File: src/rtl/mbx_pkg.sv
package mbx_pkg;
    localparam int ADDR_W = 16;
    localparam int OFF_W  = 10;
    localparam int PORT_W = 2;
    localparam int NPORT  = 1 << PORT_W;
    localparam int EXT_BIT  = OFF_W + PORT_W;
    localparam int TAG_LSB  = EXT_BIT + 1;
    localparam int TAG_W    = ADDR_W - TAG_LSB;

    typedef enum logic [1:0] {
        ACC_PRIV  = 2'd0,
        ACC_LOCAL = 2'd1,
        ACC_EXT   = 2'd2
    } acc_kind_t;

    typedef enum logic [1:0] {
        ST_IDLE = 2'd0,
        ST_ASK  = 2'd1,
        ST_LINK = 2'd2
    } link_state_t;
endpackage

File: src/rtl/mbx_addr_decode.sv
module mbx_addr_decode
    import mbx_pkg::*;
#(
    parameter logic [TAG_W-1:0] MBX_TAG = '1
) (
    input  logic [ADDR_W-1:0] addr,
    input  logic [NPORT-1:0]  iso_port,
    output acc_kind_t         kind,
    output logic [PORT_W-1:0] port
);
    logic tag_hit;
    logic ext_flag;

    always_comb begin
        tag_hit  = (addr[ADDR_W-1:TAG_LSB] == MBX_TAG);
        ext_flag = addr[EXT_BIT];
        port     = addr[EXT_BIT-1:OFF_W];
        if (!tag_hit) begin
            kind = ACC_PRIV;
        end else if (!ext_flag) begin
            kind = ACC_LOCAL;
        end else if (iso_port[port]) begin
            kind = ACC_PRIV;
        end else begin
            kind = ACC_EXT;
        end
    end

    always_comb begin
        a_r4_iso_no_ext: assert (!(kind == ACC_EXT && iso_port[port]));
    end
endmodule

File: src/rtl/mbx_req_fsm.sv
module mbx_req_fsm
    import mbx_pkg::*;
(
    input  logic              clk,
    input  logic              rst_n,
    input  logic              cpu_valid,
    input  logic              start,
    input  logic [PORT_W-1:0] port,
    input  logic [NPORT-1:0]  iso_port,
    input  logic [NPORT-1:0]  svc_out,
    input  logic [NPORT-1:0]  ack_in,
    output logic [NPORT-1:0]  req_out,
    output logic [PORT_W-1:0] req_peer,
    output logic              link_up
);
    link_state_t       state_q, state_d;
    logic [PORT_W-1:0] port_q, port_d;
    logic              hand_ok;
    logic              cut;

    always_comb begin
        hand_ok = svc_out[port_q] & ack_in[port_q];
        cut     = !cpu_valid || iso_port[port_q];
        state_d = state_q;
        port_d  = port_q;
        unique case (state_q)
            ST_IDLE: begin
                if (cpu_valid && start) begin
                    state_d = ST_ASK;        // go_ask
                    port_d  = port;
                end
            end
            ST_ASK: begin
                if (cut)          state_d = ST_IDLE;  // abort
                else if (hand_ok) state_d = ST_LINK;  // go_link
            end
            ST_LINK: begin
                if (cut || !ack_in[port_q]) state_d = ST_IDLE;  // release
            end
            default: state_d = ST_IDLE;
        endcase
    end

    always_ff @(posedge clk or negedge rst_n) begin
        if (!rst_n) begin
            state_q <= ST_IDLE;
            port_q  <= '0;
        end else begin
            state_q <= state_d;
            port_q  <= port_d;
        end
    end

    always_comb begin
        req_out  = '0;
        link_up  = 1'b0;
        req_peer = ~port_q;
        unique case (state_q)
            ST_IDLE: ;
            ST_ASK:  req_out[port_q] = 1'b1;
            ST_LINK: begin
                req_out[port_q] = 1'b1;
                link_up         = 1'b1;
            end
            default: ;
        endcase
    end

    a_r3_req_onehot: assert property (@(posedge clk) disable iff (!rst_n)
        $onehot0(req_out));
    a_r11_valid_drop: assert property (@(posedge clk) disable iff (!rst_n)
        !cpu_valid |=> (req_out == '0 && !link_up));
    a_r6_link_rise: assert property (@(posedge clk) disable iff (!rst_n)
        (req_out != '0 && !link_up && cpu_valid && (svc_out & ack_in & req_out) != '0
         && (iso_port & req_out) == '0) |=> link_up);
endmodule

File: src/rtl/mbx_switch_ctrl.sv
module mbx_switch_ctrl
    import mbx_pkg::*;
(
    input  logic             cpu_wr,
    input  logic             link_wr,
    input  logic [NPORT-1:0] svc_out,
    input  logic [NPORT-1:0] ack_in,
    input  logic [NPORT-1:0] ack_out,
    input  logic [NPORT-1:0] iso_port,
    output logic             pbs_en,
    output logic [NPORT-1:0] ibs_addr_en,
    output logic [NPORT-1:0] ibs_dout,
    output logic [NPORT-1:0] ibs_din,
    output logic             serving
);
    logic [NPORT-1:0] as_req;
    logic [NPORT-1:0] as_rsp;

    for (genvar c = 0; c < NPORT; c++) begin : g_port
        always_comb begin
            as_rsp[c]      = ack_out[c] & ~iso_port[c];
            as_req[c]      = svc_out[c] & ack_in[c] & ~ack_out[c] & ~iso_port[c];
            ibs_addr_en[c] = ((svc_out[c] & ack_in[c]) | ack_out[c]) & ~iso_port[c];
            ibs_dout[c]    = (as_req[c] & cpu_wr) | (as_rsp[c] & ~link_wr);
            ibs_din[c]     = (as_req[c] & ~cpu_wr) | (as_rsp[c] & link_wr);
        end
        always_comb begin
            a_r9_dir_excl: assert (!(ibs_dout[c] && ibs_din[c]));
        end
    end

    always_comb begin
        pbs_en  = ~(|as_req);
        serving = |as_rsp;
    end

    always_comb begin
        a_r7_pbs_open: assert (pbs_en || (ibs_addr_en != '0));
    end
endmodule

File: src/rtl/mbx_node_ctrl.sv
module mbx_node_ctrl
    import mbx_pkg::*;
#(
    parameter logic [TAG_W-1:0] MBX_TAG = '1
) (
    input  logic        clk,
    input  logic        rst_n,
    input  logic        cpu_valid,
    input  logic        cpu_wr,
    input  logic [15:0] cpu_addr,
    input  logic [15:0] link_addr,
    input  logic        link_wr,
    input  logic [3:0]  svc_out,
    input  logic [3:0]  ack_in,
    input  logic [3:0]  ack_out,
    input  logic [3:0]  iso_port,
    output logic [1:0]  acc_kind,
    output logic [3:0]  req_out,
    output logic [1:0]  req_peer,
    output logic        link_up,
    output logic        pbs_en,
    output logic [3:0]  ibs_addr_en,
    output logic [3:0]  ibs_dout,
    output logic [3:0]  ibs_din,
    output logic [15:0] mem_addr
);
    acc_kind_t         kind;
    logic [PORT_W-1:0] port;
    logic              serving;

    mbx_addr_decode #(.MBX_TAG(MBX_TAG)) u_dec (
        .addr(cpu_addr), .iso_port(iso_port), .kind(kind), .port(port)
    );

    mbx_req_fsm u_fsm (
        .clk(clk), .rst_n(rst_n), .cpu_valid(cpu_valid),
        .start(kind == ACC_EXT), .port(port), .iso_port(iso_port),
        .svc_out(svc_out), .ack_in(ack_in),
        .req_out(req_out), .req_peer(req_peer), .link_up(link_up)
    );

    mbx_switch_ctrl u_sw (
        .cpu_wr(cpu_wr), .link_wr(link_wr), .svc_out(svc_out), .ack_in(ack_in),
        .ack_out(ack_out), .iso_port(iso_port), .pbs_en(pbs_en),
        .ibs_addr_en(ibs_addr_en), .ibs_dout(ibs_dout), .ibs_din(ibs_din),
        .serving(serving)
    );

    always_comb begin
        acc_kind = kind;
        if (serving) begin
            mem_addr          = link_addr;
            mem_addr[EXT_BIT] = 1'b0;
        end else begin
            mem_addr = cpu_addr;
        end
    end

    a_r10_flag_cleared: assert property (@(posedge clk) disable iff (!rst_n)
        ((ack_out & ~iso_port) != '0) |-> !mem_addr[EXT_BIT]);
endmodule

File: config.mk
export PLATFORM = sky130hd
export DESIGN_NAME = mbx_node_ctrl
export DESIGN_NICKNAME = d
export VERILOG_FILES = /design/src/rtl/mbx_pkg.sv /design/src/rtl/mbx_addr_decode.sv /design/src/rtl/mbx_req_fsm.sv /design/src/rtl/mbx_switch_ctrl.sv /design/src/rtl/mbx_node_ctrl.sv
export SDC_FILE = /design/constraint.sdc
export NUM_CORES = 1
export LEC_CHECK = 0
export ABC_AREA = 1
export BUFFER_PORTS_ARGS = -buffer_cell sky130_fd_sc_hd__buf_2
export CORE_UTILIZATION = 36
export CTS_CLUSTER_DIAMETER = 200
export DETAILED_ROUTE_END_ITERATION = 7
export PLACE_DENSITY = 0.84
export SLEW_MARGIN = 20
export SYNTH_ARGS = -nofsm -noshare
export SYNTH_HDL_FRONTEND = slang
export SYNTH_SLANG_ARGS = --single-unit
export TNS_END_PERCENT = 20
File: constraint.sdc
create_clock -name clk -period 1.8 [get_ports clk]
set_clock_uncertainty 0.1 [all_clocks]
set_input_delay 0.54 -clock clk [delete_from_list [all_inputs] [get_ports clk]]
set_output_delay 0.54 -clock clk [all_outputs]
set_load 0.02 [all_outputs]
# Yosys cells after proc, flatten, opt, wreduce, memory -nomap -nowiden
# Index checks and enable logic that the tools add are counted.
[totals]
ff_bits = 4
in_bits = 53
out_inout_bits = 38
[classes]
order_cmp = 3
eq_ne = 7
mux = 21
bitwise_logic = 61
n_reduce_logical = 12
[ops]
columns = ["operator", "count"]
rows = [
  ["$and 1x1->1", 37],
  ["$mux 16", 1],
  ["$mux 2", 7],
  ["$or 1x1->1", 12],
  ["$not 1->1", 11],
  ["$bmux 1 s2", 4],
  ["$reduce_or 4->1", 2],
  ["$lt 2x3->1 const B", 2],
  ["$mux 1", 6],
  ["$pmux 2 s3", 1],
  ["$eq 2x2->1 const B", 2],
  ["$mux 4", 1],
  ["$ne 2x1->1 const B", 2],
  ["$eq 3x3->1 const B", 1],
  ["$ne 3x1->1 const B", 1],
  ["$reduce_and 3->1", 1],
  ["$demux 1 s2", 1],
  ["$eq 2x1->1 const B", 1],
  ["$ge 2x1->1 const B", 1],
  ["$logic_and 1x1->1", 2],
  ["$logic_not 1->1", 2],
  ["$logic_not 2->1", 1],
  ["$logic_or 1x1->1", 2],
  ["$not 2->2", 1],
  ["2 further kinds", 2],
]

# Logic depth before layout (Yosys ltp)
# Gate-level depths: netlist (run 1).
[depth]
depth_word = 9
ltp_mapped = 11
ltp_nobuf = 10

# Modules after synthesis
# A second synthesis (run 1) with hierarchy kept.
[unflattened]
hier_cells = 196
area_unflattened_um2 = 1013.5
[by_module_without_submodules]
columns = ["mod", "n_inst", "cells_per_inst", "area_per_inst_um2", "seq_area_each_um2"]
rows = [
  ["mbx_req_fsm", 1, 72, 460.4, 100.1],
  ["mbx_node_ctrl", 1, 53, 247.7, 0.0],
  ["mbx_switch_ctrl", 1, 54, 222.7, 0.0],
  ["mbx_addr_decode", 1, 17, 82.6, 0.0],
]

# Worst setup path before layout (run 1)
# No wires, ideal clock.
[synth_path]
path_kind = "input-to-output"
start = "input svc_out[0]"
end = "output pbs_en"
arrival_time_ps = 1374
t_required_ps = 1160
slack_ps = -214
cell_stages = 3
path_cell_list = "nand2_1 nor3_1 nor4_1"
[synth_via]
elab_chain_len = 5
[synth_rtl]
columns = ["item", "line_no", "text"]
rows = [
  ["from (decl)", "mbx_node_ctrl.sv:13", "input logic [3:0] svc_out,"],
  ["$and 1x1->1 (3 in a row)", "mbx_switch_ctrl.sv:22", "as_req[c] = svc_out[c] & ack_in[c] & ~ack_out[c] & ~iso_port[c];"],
  ["$reduce_or 4->1", "mbx_switch_ctrl.sv:33", "pbs_en = ~(|as_req);"],
  ["$not 1->1", "mbx_switch_ctrl.sv:33", ""],
  ["to (decl)", "mbx_node_ctrl.sv:21", "output logic pbs_en,"],
]
# Every way passes these cells.

# Worst setup path after layout (run 1)
[layout_path]
start = "input iso_port[2]"
end = "output mem_addr[10]"
[layout_via]
elab_chain_len = 4
[layout_rtl]
columns = ["item", "line_no", "text"]
rows = [
  ["from (decl)", "mbx_node_ctrl.sv:16", "input logic [3:0] iso_port,"],
  ["$not 1->1", "mbx_switch_ctrl.sv:21", "as_rsp[c] = ack_out[c] & ~iso_port[c];"],
  ["$and 1x1->1", "mbx_switch_ctrl.sv:21", ""],
  ["$reduce_or 4->1", "mbx_switch_ctrl.sv:34", "serving = |as_rsp;"],
  ["$mux 16", "mbx_node_ctrl.sv:51", "if (serving) begin"],
  ["to (decl)", "mbx_node_ctrl.sv:25", "output logic [15:0] mem_addr"],
]
# Every way passes these cells.

==> summary.txt, run 1 <==
Synth
  – Synthesis-stage register bit count: 4
  – Most used DFF post-synth: dfrtp_1
  – Synth Area in Compound Gates: 0.110
  – Proportion of synthesized area in mux cells: 0
  – Seq/Total Area, Yosys: 0.111
  – Yosys top cell by area: nand2_1
  – Async S/R FF share, synth: 1.00
  – Mapped Cells: 163
  – Syn_area_per_cell: 5.53 sq um
  – Unique cell type count in the Yosys netlist: 21
  – EDFF count, synth: 0
  – Largest cells by area after synthesis: nand2_1, dfrtp_1, inv_1, nand3_2, o22ai_1
  – Largest family of logic cells by synthesized area: simple AND/OR/NAND/NOR gates
  – Yosys top cell area share: 0.300
  – Net Count, Synth: 219
  – Synth cell count leaders: nand2_1, inv_1, nor3_1, o21ai_0, o22ai_1
  – Post-Synth XOR/XNOR Area: 0
  – Count leader, synth: nand2_1
  – Simple-gate share of the synthesized area: 0.585
  – Synth Area in Adders: 0.0416
  – Post-Syn Area: 902 sq um
  – Ys Warns: 0

Cells and area
  – Post-Layout Inst Area: 2050 sq um
  – Area delta synth->final: 127%
  – Final Util: 0.892
  – Layout cells sized above 1: 0.684
  – Nets: 343
  – # diodes: 0
  – Non-filler cells, final: 313

Global routing
  – Global route hottest layer: met2
  – GR Overflow Total: 0
  – M1 GR Usage: 0.308
  – Met3 Track Usage GR: 0.0731
  – GRT Total Usage: 0.300
  – Initial antenna violation count: 0
  – Vias in the first global route: 1380
  – GRT met2 Usage: 0.588
  – Largest net degree at the start of global routing: 14
  – First-pass GRT wire length: 6040 um

Critical path
  – CP max FO: 7
  – Setup CP Type: input port to primary output
  – Crit. Startpoint: iso_port[2]
  – Critical Path Start Type: input port
  – Slowest cell on crit path: buf_6
  – Buf/Inv on CP: 4
  – Req. time, crit path: 1.16 ns
  – Worst r2r src: u_fsm.port_q[0]
  – Crit end category: primary output
  – Worst stage delay on the critical path: 0.21 ns
  – CP cell instances: buf_12 -> inv_12 -> nand2_8 -> nand4_4 -> buf_6 -> o21ai_2 -> buf_4
  – CP top delay family: buffers and inverters
  – Arr. time, crit path: 1.49 ns

Route
  – Routed vias/inst: 5.59
  – Final WL: 5410 um
  – Initial DRC Count: 56
  – Drt wl/cell: 17.3 um
  – Routed Antenna Nets: 0
  – Via Count: 1749
  – DRT Pass-1 Iters: 6
  – DRC: 0

Clock tree
  – TritonCTS clock tree: yes
  – CTS max path bufs: 2
  – Clock transition at the registers of the reported paths: 0.04 ns
  – Root buffer cell: clkbuf_4
  – CTS H-tree lvls: 1
  – CTS Sinks: 4
  – Total CTS buffers: 3
  – Worst skew pair latency: 0.24 ns

Timing
  – Final Max Slew Viols: 0
  – Tmin final: 2.13 ns
  – Period utilization: 1.18
  – RSZ-0062 raised after global routing: yes
  – Worst Tran Pin Value: 0.301 ns
  – Fmax: 469 MHz
  – Setup-failing EPs final: 31
  – PnR worst setup slack: -0.331 ns
  – Slew HR: 0.799
  – Hold Vio Cnt, Final: 0

Flow run
  – MaxCap Viol Count: 0

Status
  – Failing checks: setup timing
  – Status: finished with violations

Power
  – Comb pwr share: 0.772
  – Sw Pwr: 0.000639 W
  – Sequential share of power: 0.134
  – Net Sw Frac: 0.526
  – Clock network power share: 0.094
  – Cell leakage power: 1.14 nW
  – Max VDD drop: 0.000669 V
  – Cell Int Power: 0.000575 W
  – Power per standard cell area: 593 nW/um^2
  – Final Power: 0.00121 W

Floorplanning
  – Initial core utilization: 0.393
  – # IOs: 91
  – Die height: 52.1 um
  – Rows: 17
  – Die Area: 2710 sq um
  – Placeable Area: 2300 sq um
  – Die W: 52.1 um

Place
  – Placed cell count: 305
  – Placed Area: 1690 sq um
  – Post-DP HPWL: 2850 um
  – Port-buffer cells: 89
  – GPL Wtd Cong: 0.824

Min path
  – Hold Crit Start: cpu_addr[10]
  – Hold Path Class: input port to register
-- kinds of logic after synthesis --
group / after synthesis
buffers and inverters: 29
DFF: 4
adders and majority gates: 3
AOI/OAI and AO/OA: 17
and+or+nand+nor: 110
-- path summary, 6_finish.rpt --
kind / end / slack [ns] / depth (start not counted)
hold / removal: u_fsm.port_q[0] / 0.49 / 3
hold reg to reg: u_fsm.state_q[1] / 0.51 / 3
min in group asynchronous: u_fsm.state_q[0] / 0.54 / 2
max in group asynchronous: u_fsm.port_q[1] / 0.93 / 2
setup reg to reg: u_fsm.state_q[0] / 0.24 / 10
setup / recovery: mem_addr[10] / -0.33 / 7
-- area by class of cell --
type	instances	area, sq um
clock buffer	3	22.5
sequential	4	100
inverter	25	143
fill	111	248
multi-input combinational	130	875
tap	28	35.0
timing repair buffer	123	875
-- flip-flops by register name (all words and copies together), names as in the netlist --
name           count
u_fsm.state_q      2
u_fsm.port_q       2
-- metrics by stage --
step / setup TNS (ns) / setup WS, ns / hold WS, ns
floorplan: -1.10 / -0.0711 / 0.144
global placement: -6.69 / -0.332 / 0.247
detailed placement: -6.94 / -0.334 / 0.250
CTS: -4.00 / -0.191 / 0.481
global route: -6.85 / -0.369 / 0.501
finish: -6.01 / -0.331 / 0.490
-- power groups by stage --
stage	sequential [W]	combinational, W	clock, W
final	0.000163	0.000937	0.000115
after detailed placement	0.000154	0.000760	0
after CTS	0.000158	0.000856	0.000116
after global routing	0.000166	0.00100	0.000125
after global placement	0.000155	0.000741	0
after floorplan	0.000126	0.000540	0
-- placed cells by master, fill, tap and decap left out, drive strengths merged --
| cell type | netlist | layout |
|---|---|---|
| inv | 25 | 25 |
| o21ai | 9 | 9 |
| clkbuf | 0 | 3 |
| ha | 3 | 3 |
| dlygate4sd3 | 0 | 1 |
| o22ai | 8 | 8 |
| nand3 | 12 | 12 |
| nand2 | 78 | 78 |
| nor2 | 7 | 7 |
| dfrtp | 4 | 4 |
| buf | 4 | 122 |
| nor4 | 1 | 1 |
| nand4 | 4 | 4 |
| nor3 | 8 | 8 |
-- metal layers --
layer  vias to the layer above  routed length [um]
met5                         -                   0
met3                        52                 534
met4                         0                 410
met2                       137                2680
li1                        768                   -
met1                       792                1780
-- worst register-to-register path, cell delays in order (launching register included) --
cell	delay (ns)
dfrtp_1	0.51
buf_4	0.21
nand2_1	0.07
nand2_1	0.06
nand2_1	0.05
nand2_2	0.09
nand2_1	0.09
nand3_2	0.08
nand3_2	0.07
nand2_1	0.07
nand2_1	0.05
-- repair_timing --
action	CTS	global route
hold buffers	1	0
buffers inserted	3	0
gates resized for setup	59	38
setup endpoints to repair	33	35
gates cloned	1	0
endpoints found under the hold margin	2	0
pin swaps	6	0
Power figures use the tool's default switching activity.
==> run 2, diff against run 1 <==
==> constraint.sdc (replaced) <==
create_clock -name clk -period 1.8 [get_ports clk]
set_clock_uncertainty 0.1 [all_clocks]
set_input_delay 0.54 -clock clk [delete_from_list [all_inputs] [get_ports clk]]
set_output_delay 0.54 -clock clk [all_outputs]
set_load 0.05 [all_outputs]
==> summary.txt, run 2 <==
Synth
  – Count leader, synth: nand2_1 (unchanged)
  – Synth cell count leaders: nand2_1, inv_1, nor3_1, o21ai_0, o22ai_1 (unchanged)
  – EDFF count, synth: 0 (unchanged)
  – Syn_area_per_cell: 5.53 sq um (unchanged)
  – Yosys top cell by area: nand2_1 (unchanged)
  – Most used DFF post-synth: dfrtp_1 (unchanged)
  – Largest cells by area after synthesis: nand2_1, dfrtp_1, inv_1, nand3_2, o22ai_1 (unchanged)
  – Yosys top cell area share: 0.300 (unchanged)
  – Post-Syn Area: 902 sq um (unchanged)
  – Mapped Cells: 163 (unchanged)
  – Net Count, Synth: 219 (unchanged)
  – Async S/R FF share, synth: 1.00 (unchanged)
  – Unique cell type count in the Yosys netlist: 21 (unchanged)
  – Seq/Total Area, Yosys: 0.111 (unchanged)
  – Synthesis-stage register bit count: 4 (unchanged)
  – Ys Warns: 0 (unchanged)

Clock tree
  – Total CTS buffers: 3 (unchanged)
  – CTS max path bufs: 2 (unchanged)
  – Root buffer cell: clkbuf_4 (unchanged)
  – Post-CTS Hold Buffers: 1 (unchanged)
  – Post-CTS Setup Inserts: 1 (was 3)
  – CTS H-tree lvls: 1 (unchanged)
  – CTS Sinks: 4 (unchanged)
  – CTS resizes: 125 (was 59)

Place
  – Placed Area: 1990 sq um (was 1690 sq um)
  – Port-buffer cells: 89 (unchanged)
  – Post-DP HPWL: 3300 um (was 2850 um)
  – GPL Wtd Cong: 0.836 (was 0.824)

Floorplanning
  – # IOs: 91 (unchanged)
  – Initial core utilization: 0.393 (unchanged)
  – Die W: 52.1 um (unchanged)
  – Die height: 52.1 um (unchanged)
  – Rows: 17 (unchanged)

Status
  – Last step reached: 4_1_cts
  – Error msg: [ERROR DPL-0038] Utilization greater than 100%, impossible to legalize
  – Status: stopped before the end (was finished with violations)
[run 2: cell counts after synthesis]
Identical to the previous run, type by type.
[run 2: cells by family after synthesis]
| logic type | count (synthesis) | share of synthesized area |
|---|---|---|
| compound gates | 17 | 0.110 |
| fa+ha+maj | 3 | 0.0416 |
| buf+inv | 29 | 0.153 |
| flops | 4 | 0.111 |
| simple gates | 110 | 0.585 |
[run 2: through the flow]
| stage | setup slack [ns] | std cells |
|---|---|---|
| detailed placement | -0.428 | 318 |
| floorplan | -0.209 | 163 |
| global placement | -0.400 | 318 |
==> run 3, diff against run 2 <==
Settings changed: CORE_UTILIZATION 36 to 25, CTS_CLUSTER_DIAMETER 200 to default, PLACE_DENSITY 0.84 to default, PLACE_DENSITY_LB_ADDON from default to 0.15.
==> summary.txt, run 3 (synthesized netlist as in run 1, its figures left out) <==
Status
  – Status: finished with violations (was stopped before the end)
  – Failing checks: setup timing

Place
  – Placed Area: 1980 sq um (was 1990 sq um)
  – Placed cell count: 329 (was 318)
  – Post-DP HPWL: 2940 um (was 3300 um)
  – Port-buffer cells: 89 (unchanged)
  – GPL Wtd Cong: 0.754 (was 0.836)

Clock tree
  – CTS max path bufs: 2 (unchanged)
  – Root buffer cell: clkbuf_4 (unchanged)
  – Worst skew pair latency: 0.24 ns
  – Clock transition at the registers of the reported paths: 0.04 ns
  – CTS Sinks: 4 (unchanged)
  – TritonCTS clock tree: yes
  – CTS H-tree lvls: 1 (unchanged)
  – Total CTS buffers: 3 (unchanged)

Cells and area
  – Post-Layout Inst Area: 2540 sq um
  – Fillers: 259
  – Non-filler cells, final: 336
  – Commonest non-fill, non-tap cell in the layout: nand2_1
  – Largest registers: u_fsm.port_q x2, u_fsm.state_q x2
  – Nets: 348
  – # diodes: 0
  – Layout cells sized above 1: 0.710
  – Area delta synth->final: 181%
  – Most frequent cells in the layout: nand2_1, buf_2, buf_6, buf_4, buf_8
  – Final Util: 0.748

Global routing
  – Vias in the first global route: 1370
  – First-pass GRT wire length: 5910 um
  – Initial antenna violation count: 0
  – GRT Total Usage: 0.207
  – GR Overflow Total: 0
  – Largest net degree at the start of global routing: 19

Critical path
  – Crit end category: primary output
  – CP max FO: 2
  – Critical Path Start Type: input port
  – Arr. time, crit path: 1.44 ns
  – Setup CP Type: input port to primary output
  – Req. time, crit path: 1.16 ns
  – Crit. Startpoint: svc_out[1]
  – Worst r2r src: u_fsm.port_q[1]

Timing
  – Setup-failing EPs final: 34
  – Slew HR: 0.769
  – RSZ-0062 raised after global routing: yes
  – Hold Vio Cnt, Final: 0
  – Final Max Slew Viols: 0
  – Worst Tran Pin Value: 0.346 ns
  – Period utilization: 1.15
  – Tmin final: 2.08 ns
  – Fmax: 482 MHz
  – Hold slack: 0.480 ns
  – PnR worst setup slack: -0.276 ns

Power
  – Max VDD drop: 0.000809 V
  – Power per standard cell area: 644 nW/um^2
  – Final Power: 0.00163 W
  – Cell leakage power: 1.29 nW

Floorplanning
  – Placeable Area: 3390 sq um
  – # IOs: 91 (unchanged)
  – Rows: 21 (was 17)
  – Die height: 62.1 um (was 52.1 um)
  – Initial core utilization: 0.266 (was 0.393)
  – Die Area: 3850 sq um
  – Die W: 62.1 um (was 52.1 um)

Route
  – Routed vias/inst: 4.60
  – Drt wl/cell: 12.8 um
  – DRC: 0
  – Initial DRC Count: 34
  – Via Count: 1544
  – Final WL: 4300 um
  – DRT Pass-1 Iters: 4
  – Routed Antenna Nets: 0

Min path
  – Hold Crit Start: u_fsm.state_q[1]
  – Hold Path Class: register to register

Flow run
  – MaxCap Viol Count: 0
[run 3: final timing paths]
check / end / slack [ns] / cells after the start
max in group asynchronous: u_fsm.port_q[1] / 0.92 / 2
max reg2reg: u_fsm.state_q[1] / 0.37 / 10
max: pbs_en / -0.28 / 6
min: u_fsm.state_q[1] / 0.48 / 3
min in group asynchronous: u_fsm.state_q[1] / 0.54 / 2
min reg2reg: u_fsm.state_q[1] / 0.48 / 3
[run 3: per-stage QoR]
step / TNS (ns) / setup slack [ns]
floorplan: -4.88 / -0.209
finish: -5.23 / -0.276
global route: -6.72 / -0.294
detailed placement: -10.15 / -0.426
global placement: -10.02 / -0.427
CTS: -5.32 / -0.229
[run 3: layer usage]
layer / vias to the layer above / GRT usage / part of all wire
li1: 778 / - / -
met1: 696 / 0.238 / 0.39
met2: 70 / 0.413 / 0.54
met3: 0 / 0.0352 / 0.072
met4: 0 / 0.00952 / 0
met5: - / 0 / 0
[run 3: layout make-up]
type                    count  area [sq um]  share of cell area
well taps                  46          57.6              0.0227
repair buffers            128          1170               0.461
inverters                  25           114              0.0449
multi-input cells         130          1070               0.423
clock buffers               3          22.5             0.00888
flip-flops and latches      4           101              0.0400
[run 3: critical path: stages]
cell,delay [ns]
buf_2,0.11
nand2_2,0.09
nor3_2,0.06
buf_4,0.14
nor4_4,0.29
buf_6,0.20
[run 3: where the power goes]
group	total [W]	internal, W	switching, W
Sequential	0.000152	0.000117	0.0000356
Combinational	0.00137	0.000544	0.000825
Clock	0.000111	0.0000745	0.0000361
[run 3: what timing repair did]
| item | 4_1_cts | 5_1_grt |
|---|---|---|
| gates cloned | 0 | 0 |
| endpoints found under the hold margin | 4 | 0 |
| pin swaps | 3 | 12 |
| resized for setup | 118 | 32 |
| endpoints found under the setup margin | 36 | 38 |
| hold buffers | 1 | 0 |
| buffers inserted | 0 | 3 |
==> run 4, diff against run 3 <==
Settings changed: MAX_ROUTING_LAYER from default to met4, PLACE_DENSITY_LB_ADDON 0.15 to 0.08.
==> summary.txt, run 4 (synthesized netlist as in run 1, its figures left out) <==
Status
  – Status: finished with violations (unchanged)
  – Failing checks: setup timing (unchanged)

Cells and area
  – Nets: 358 (was 348)
  – Layout cells sized above 1: 0.783 (was 0.710)
  – Commonest non-fill, non-tap cell in the layout: buf_2 (was nand2_1)
  – Post-Layout Inst Area: 2670 sq um (was 2540 sq um)
  – Final Util: 0.787 (was 0.748)
  – Most frequent cells in the layout: buf_2, buf_4, nand2_1, buf_6 (was nand2_1, buf_2, buf_6, buf_4, buf_8)
  – # diodes: 0 (unchanged)
  – Largest registers: u_fsm.port_q x2, u_fsm.state_q x2 (unchanged)
  – Area delta synth->final: 196% (was 181%)

Route
  – DRC: 0 (unchanged)
  – Initial DRC Count: 26 (was 34)
  – Drt wl/cell: 14.1 um (was 12.8 um)
  – Routed Antenna Nets: 0 (unchanged)
  – Via Count: 1623 (was 1544)
  – Routed vias/inst: 4.69 (was 4.60)
  – DRT Pass-1 Iters: 4 (unchanged)
  – Final WL: 4870 um (was 4300 um)

Timing
  – Setup-failing EPs final: 34 (unchanged)
  – Slew HR: 0.747 (was 0.769)
  – PnR worst setup slack: -0.316 ns (was -0.276 ns)
  – Worst Tran Pin Value: 0.379 ns (was 0.346 ns)
  – Final Max Slew Viols: 0 (unchanged)
  – Fmax: 473 MHz (was 482 MHz)
  – Tmin final: 2.12 ns (was 2.08 ns)
  – Period utilization: 1.18 (was 1.15)
  – RSZ-0062 raised after global routing: yes (unchanged)
  – Hold Vio Cnt, Final: 0 (unchanged)

Clock tree
  – Root buffer cell: clkbuf_4 (unchanged)
  – CTS H-tree lvls: 1 (unchanged)
  – Total CTS buffers: 3 (unchanged)
  – TritonCTS clock tree: yes (unchanged)
  – CTS max path bufs: 2 (unchanged)
  – Clock transition at the registers of the reported paths: 0.04 ns (about the same)
  – CTS Sinks: 4 (unchanged)
  – Worst skew pair latency: 0.23 ns (was 0.24 ns)

Global routing
  – GR Overflow Total: 0 (unchanged)
  – Largest net degree at the start of global routing: 14 (was 19)
  – First-pass GRT wire length: 6570 um (was 5910 um)
  – GRT Total Usage: 0.235 (was 0.207)
  – Initial antenna violation count: 0 (unchanged)
  – Vias in the first global route: 1559 (was 1370)

Critical path
  – Setup CP Type: input port to primary output (unchanged)
  – Arr. time, crit path: 1.48 ns (was 1.44 ns)
  – CP max FO: 4 (was 2)
  – Critical Path Start Type: input port (unchanged)
  – Crit end category: primary output (unchanged)
  – Req. time, crit path: 1.16 ns (about the same)

Floorplanning
  – Placeable Area: 3390 sq um (unchanged)
  – Rows: 21 (unchanged)
  – Initial core utilization: 0.266 (unchanged)
  – Die Area: 3850 sq um (unchanged)
  – Die height: 62.1 um (unchanged)
  – Die W: 62.1 um (unchanged)
  – # IOs: 91 (unchanged)

Place
  – GPL Wtd Cong: 0.758 (was 0.754)
  – Post-DP HPWL: 3000 um (was 2940 um)
  – Placed Area: 1990 sq um (was 1980 sq um)
  – Port-buffer cells: 89 (unchanged)

Power
  – Power per standard cell area: 615 nW/um^2 (was 644 nW/um^2)
  – Cell leakage power: 1.36 nW (was 1.29 nW)
  – Max VDD drop: 0.000627 V (was 0.000809 V)

Flow run
  – MaxCap Viol Count: 0 (unchanged)

Min path
  – Hold Path Class: register to register (unchanged)
## run 4: metal layers
metal | track usage | up-vias | wire (um)
li1 | - | 798 | -
met1 | 0.263 | 742 | 1760
met2 | 0.450 | 72 | 2700
met3 | 0.0331 | 11 | 288
met4 | 0.0254 | 0 | 125
met5 | - | - | 0
## run 4: power by group
group          switching (W)  internal, W
Clock              0.0000360    0.0000745
Sequential         0.0000574     0.000114
Combinational       0.000816     0.000544
Total               0.000909     0.000732
## run 4: through the flow
stage	hold slack, ns	setup TNS, ns	total power [W]	instances	setup WS [ns]
2_1_floorplan	0.144	-4.88	0.000964	163	-0.209
3_3_place_gp	0.251	-10.12	0.00125	333	-0.429
3_5_place_dp	0.252	-10.27	0.00125	333	-0.428
4_1_cts	0.00244	-6.81	0.00156	345	-0.288
5_1_grt	0.525	-8.23	0.00175	346	-0.346
6_report	0.511	-6.74	0.00164	346	-0.316
## run 4: critical path, stage by stage
cell and delay (ns):
buf_8 0.08, inv_4 0.03, nand2_4 0.07, nand4_4 0.15, bufbuf_16 0.31, o21ai_4 0.13, buf_8 0.16
## run 4: cell type report
class	instances	area, sq um
repair inverters	1	16.3
inverters	25	126
repair buffers	137	1220
well taps	46	57.6
multi-input cells	130	1130
flip-flops and latches	4	100
clock buffers	3	22.5
fillers	234	721
## run 4: worst paths after layout
path | from | slack [ns] | end | cells after the start
setup / recovery | iso_port[3] | -0.32 | mem_addr[10] | 7
hold / removal | u_fsm.state_q[0] | 0.51 | u_fsm.state_q[0] | 3
setup reg to reg | u_fsm.port_q[0] | 0.19 | u_fsm.state_q[1] | 10
hold reg to reg | u_fsm.state_q[0] | 0.51 | u_fsm.state_q[0] | 3
max in group asynchronous | rst_n | 0.92 | u_fsm.port_q[1] | 2
min in group asynchronous | rst_n | 0.55 | u_fsm.state_q[0] | 2
## run 4: repair_timing
action / in CTS / in global routing
gates resized for setup: 127 / 44
endpoints found under the setup margin: 36 / 36
hold buffers: 0 / 1
setup buffers: 7 / 0
cloned: 2 / 1
pin swaps: 3 / 7
endpoints found under the hold margin: 0 / 2
